File: config.mk
export PLATFORM = sky130hd
export DESIGN_NAME = coproc_slot_tracker
export DESIGN_NICKNAME = d
export VERILOG_FILES = /design/src/rtl/coproc_slot_tracker.sv
export SDC_FILE = /design/constraint.sdc
export NUM_CORES = 1
export LEC_CHECK = 0
export BUFFER_PORTS_ARGS = -buffer_cell sky130_fd_sc_hd__clkbuf_2
export CORE_AREA = 3 3 74 76
export CTS_BUF_LIST = sky130_fd_sc_hd__clkbuf_8
export DETAILED_ROUTE_END_ITERATION = 16
export DIE_AREA = 0 0 77 79
export PLACE_DENSITY = 0.95
export SLEW_MARGIN = 20
export SYNTH_ARGS = -nofsm -noshare
export SYNTH_HDL_FRONTEND = slang
export SYNTH_SLANG_ARGS = --single-unit
File: constraint.sdc
create_clock -name clk -period 7 [get_ports clk]
set_clock_uncertainty 0.1 [all_clocks]
set_input_delay 0.35 -clock clk [delete_from_list [all_inputs] [get_ports clk]]
set_output_delay 0.35 -clock clk [all_outputs]
set_load 0.05 [all_outputs]
File: src/rtl/coproc_slot_tracker.sv
module coproc_slot_tracker #(
  parameter int NSLOT = 4,
  parameter int NUM_W = 4,
  parameter int CNT_W = 8,
  parameter int NRES  = 4
) (
  input  logic                   clk,
  input  logic                   rst_n,
  input  logic                   issue_vld,
  input  logic [NUM_W-1:0]       issue_num,
  input  logic [NSLOT-1:0]       step_req,
  input  logic [NSLOT-1:0]       rel_req,
  input  logic [NSLOT*NRES-1:0]  res_req,
  output logic [NSLOT*NUM_W-1:0] slot_num,
  output logic [NSLOT*CNT_W-1:0] slot_cnt,
  output logic [NSLOT-1:0]       slot_busy,
  output logic                   issue_full_err,
  output logic                   res_clash_err
);

  localparam logic [CNT_W-1:0] CNT_MAX = '1;
  localparam logic [CNT_W-1:0] CNT_ONE = CNT_W'(1);
  localparam logic [NSLOT-1:0] ONE_V   = NSLOT'(1);

  logic [NUM_W-1:0] num_q [NSLOT];
  logic [CNT_W-1:0] cnt_q [NSLOT];
  logic [NSLOT-1:0] busy, free_v, grant;
  logic             issue_go, clash_d;

  assign issue_go  = issue_vld && (issue_num != '0);
  assign free_v    = ~busy;
  assign grant     = issue_go ? (free_v & (~free_v + ONE_V)) : '0;
  assign slot_busy = busy;

  for (genvar i = 0; i < NSLOT; i++) begin : g_slot
    assign busy[i] = (num_q[i] != '0) || (cnt_q[i] != '0);
    assign slot_num[i*NUM_W +: NUM_W] = num_q[i];
    assign slot_cnt[i*CNT_W +: CNT_W] = cnt_q[i];

    always_ff @(posedge clk) begin
      if (!rst_n) begin
        num_q[i] <= '0;
        cnt_q[i] <= '0;
      end else if (grant[i]) begin
        num_q[i] <= issue_num;
        cnt_q[i] <= CNT_ONE;
      end else if (busy[i]) begin
        if (rel_req[i]) begin
          num_q[i] <= '0;
          cnt_q[i] <= '0;
        end else if (step_req[i] && cnt_q[i] != CNT_MAX) begin
          cnt_q[i] <= cnt_q[i] + CNT_ONE;
        end
      end
    end

    localparam logic [NSLOT-1:0] BELOW = (ONE_V << i) - ONE_V;

    AST_CLAIM_LOWEST: assert property (@(posedge clk) disable iff (!rst_n)
      issue_go && free_v[i] && ((free_v & BELOW) == '0)
      |=> num_q[i] == $past(issue_num) && cnt_q[i] == CNT_ONE);
    AST_RELEASE_FREES: assert property (@(posedge clk) disable iff (!rst_n)
      busy[i] && rel_req[i] |=> !busy[i]);
    AST_STEP_ADDS_ONE: assert property (@(posedge clk) disable iff (!rst_n)
      busy[i] && step_req[i] && !rel_req[i] && cnt_q[i] != CNT_MAX
      |=> cnt_q[i] == $past(cnt_q[i]) + CNT_ONE && $stable(num_q[i]));
    AST_IDLE_HOLDS: assert property (@(posedge clk) disable iff (!rst_n)
      busy[i] && !step_req[i] && !rel_req[i]
      |=> $stable(cnt_q[i]) && $stable(num_q[i]));
    AST_FREE_STAYS: assert property (@(posedge clk) disable iff (!rst_n)
      !busy[i] && !issue_go |=> !busy[i]);
  end

  always_comb begin
    logic [NRES-1:0] seen;
    seen    = '0;
    clash_d = 1'b0;
    for (int i = 0; i < NSLOT; i++) begin
      if (busy[i]) begin
        if ((seen & res_req[i*NRES +: NRES]) != '0) clash_d = 1'b1;
        seen = seen | res_req[i*NRES +: NRES];
      end
    end
  end

  always_ff @(posedge clk) begin
    if (!rst_n) begin
      issue_full_err <= 1'b0;
      res_clash_err  <= 1'b0;
    end else begin
      issue_full_err <= issue_go && (&busy);
      res_clash_err  <= clash_d;
    end
  end

  AST_FULL_FLAGGED: assert property (@(posedge clk) disable iff (!rst_n)
    issue_go && (&busy) |=> issue_full_err);
  AST_NO_FALSE_FULL: assert property (@(posedge clk) disable iff (!rst_n)
    !issue_go |=> !issue_full_err);

endmodule

==> flow_summary.yaml <==
logic_synthesis:
  synth_fa_ha_area_frac: 0.0363
  synthArstFlopShare: 0
  yosys-top-cells-count: "edfxtp_1 (48), nor2_1 (28), nand3_1 (25), and2_1 (21), xor2_1 (18)"
  synthFlopType: "edfxtp_1"
  synth_xor_area_frac: 0.0763
  yosys-top-cells-area: "edfxtp_1 (52%), xor2_1 (5.7%), and2_1 (4.8%)"
  syn_inst: 249
  muxShareOfSynthArea: 0.00727
  syn_area_sq_mm: 0.00276
  synth_top_family_by_area: "simple AND/OR/NAND/NOR gates"
  yosysWarnings: 0
  synth-simple-area-share: 0.238
  yosysMostFrequentCell: "edfxtp_1"
  yosysTopAreaCellShare: 0.523
  syn_area_per_cell_sq_um: 11.1
  synth-seq-area-share: 0.538
  synth_nets: 288
  synth_top_cell_by_area: "edfxtp_1"
  ys_ff_latch: 50
  synthDistinctLibCells: 41
  synth_compound_area_frac: 0.0736
  synth_edf_count: 48
global_route:
  grt_max_degree: 15
  grt_usage: 0.231
  grt_pass1_vias: 2151
  grt_pass1_wl_um: 10900
  grt_antenna_before_repair: 0
  grt-ovfl-total: 0
min_path:
  hold_class: "in -> reg"
  min_from: "res_req[14]"
  hold-path-cell-count: 3
placed_design:
  port_buffers: 84
  place_congestion: 0.860
  place.detailed.hpwl_um: 5240
  placed_cells_incl_taps: 396
critical_path:
  r2r-start: "cnt_q[0][0]$_DFFE_PP_"
  cp_num_buf_inv: 1
  cp.required_ps: 6870
  critical-path-top-delay-family: "simple AND/OR/NAND/NOR gates"
  startpoint: "cnt_q[0][0]$_DFFE_PP_"
  critical_path_class: "reg -> reg"
  reg2reg_depth: 8
  crit_path_max_fanout: 14
  arrival_ps: 2980
  critical_path.cell_chain: "inv_1, ha_1, nor4b_2, nand3_1, and2_1, nor3b_1, nand3b_1, nand2b_1"
  crit_slowest_cell: "edfxtp_1"
  max_stage_delay_ps: 490
  ff2ff_setup_slack_ps: 3890
  worstSetupStartpointType: "register"
  endpoint_kind: "register"
  crit_cells: 8
clocking:
  numCtsBuffers: 5
  postCtsSetupRepairBufs: 0
  ctsHoldBuffers: 0
  htreeDepth: 2
  cts_resized: 0
  cts_tree: "yes"
  cts.sinks: 50
  clkLatencyLatePin_ps: 300
  cts_root_buf: "clkbuf_8"
  clockBufferDepth: 2
  clkSlewWorstSetupHoldPaths_ps: 90
final_layout:
  filler_cell_count: 369
  postLayoutCoreUtil: 0.695
  area_growth_pct: 20.8
  drive_gt1_frac: 0.294
  regArea_sq_mm: 0.00148
  diodes: 0
  stdcell_count: 404
  nets: 375
  multi_input_area_sq_mm: 0.00119
route:
  wirelength_um: 6800
  postRouteAntennaNets: 0
  drt_iter0_drc: 172
  drt_first_pass_iters: 6
  via_count: 2324
  drc: 0
  routedWlPerCell_um: 16.8
  vias_per_cell: 5.75
die:
  die_h_um: 79
  core_sq_mm: 0.00479
  rows: 25
  io_pins: 85
  start_util: 0.576
  die_width_um: 77
  die_area_sq_mm: 0.00608
outcome:
  status: "finished, final reports clean"
timing:
  finalSetupViolCount: 0
  hold_violations: 0
  finalCritPeriodShare: 0.444
  drv_slew: 0
  rsz0062_at_grt: "false"
  max_freq_mhz: 321
  fin_crit_ps: 3110
  worst_pin_slew_ps: 546
  slew_headroom: 0.633
  setup_tns_ps: 0
  whs_ps: 235
pwr:
  seq_power_share: 0.506
  p_sw_uw: 265
  clkPwrFrac: 0.235
  power_frac_comb: 0.259
  finalPower_uw: 759
  power_density_mw_per_mm2: 228
  irDropWorstVdd_mv: 0.152
  p_int_uw: 494
  p_leak_uw: 0.00146
  sw_frac_of_total: 0.349
flow_run:
  drv_cap: 0
[area by class of cell]
cell class / instances / area share
Tap cell: 67 / 0.0252
Sequential cell: 50 / 0.445
Multi-Input combinational cell: 181 / 0.358
Clock buffer: 7 / 0.0289
Timing Repair Buffer: 84 / 0.126
Clock inverter: 1 / 0.00113
Inverter: 14 / 0.0158
[worst min-delay path, stage by stage]
cell and delay [ps]:
clkbuf_2 90, a221oi_2 50, o21ai_1 110
[metrics by stage]
step,instance area [sq um],setup slack [ps]
after floorplan,2760,4100
after global placement,3230,4100
after detailed placement,3230,3930
after CTS,3330,3910
after global routing,3330,3590
final,3330,3890
[placed cells by master (no fill, tap or decap), types with 3 or more instances in the layout]
cell,count
nor2_1,28
and2_1,21
nor3_1,5
a222oi_1,3
a22oi_1,3
inv_1,14
o22ai_1,3
nor4b_2,3
nand3_1,25
edfxtp_1,48
xor2_1,18
nor3b_1,3
nor4_1,4
and3_1,6
ha_1,8
nand2_1,17
clkbuf_2,84
clkbuf_8,7
xnor2_1,6
[sequential cells by signal (all words and copies together), names as in the netlist]
register / flops
issue_full_err: 1
num_q: 16
cnt_q: 32
res_clash_err: 1
[path summary, 6_finish.rpt]
path,end
setup / recovery,cnt_q[2][4]$_SDFFCE_PN0P_
hold reg to reg,cnt_q[0][7]$_SDFFCE_PN0P_
hold / removal,res_clash_err$_SDFF_PN0_
setup reg to reg,cnt_q[2][4]$_SDFFCE_PN0P_
[power by group through the flow]
stage,sequential [uW],clock (uW),combinational (uW)
2_1_floorplan,465,0,64.6
3_3_place_gp,387,0,191
3_5_place_dp,390,0,195
4_1_cts,383,180,196
5_1_grt,388,193,208
6_report,384,178,197
[routing by layer]
layer | vias up | wire, um | GRT usage
met5 | - | 0 | 0
met4 | 0 | 133 | 0.0712
met3 | 15 | 717 | 0.0590
met2 | 136 | 3130 | 0.371
met1 | 1088 | 2810 | 0.310
li1 | 1085 | - | -
[cell families (layout without fill, tap and decap cells)]
kind of cell | Yosys count | in the layout
multiplexers | 2 | 2
XOR/XNOR | 24 | 24
adder cells (fa/ha/maj) | 8 | 8
flip-flops | 50 | 50
buffers and inverters | 18 | 106
AO/OA/AOI/OAI | 25 | 25
AND/OR/NAND/NOR | 122 | 122
No activity file was read; power rests on OpenSTA's default activity.
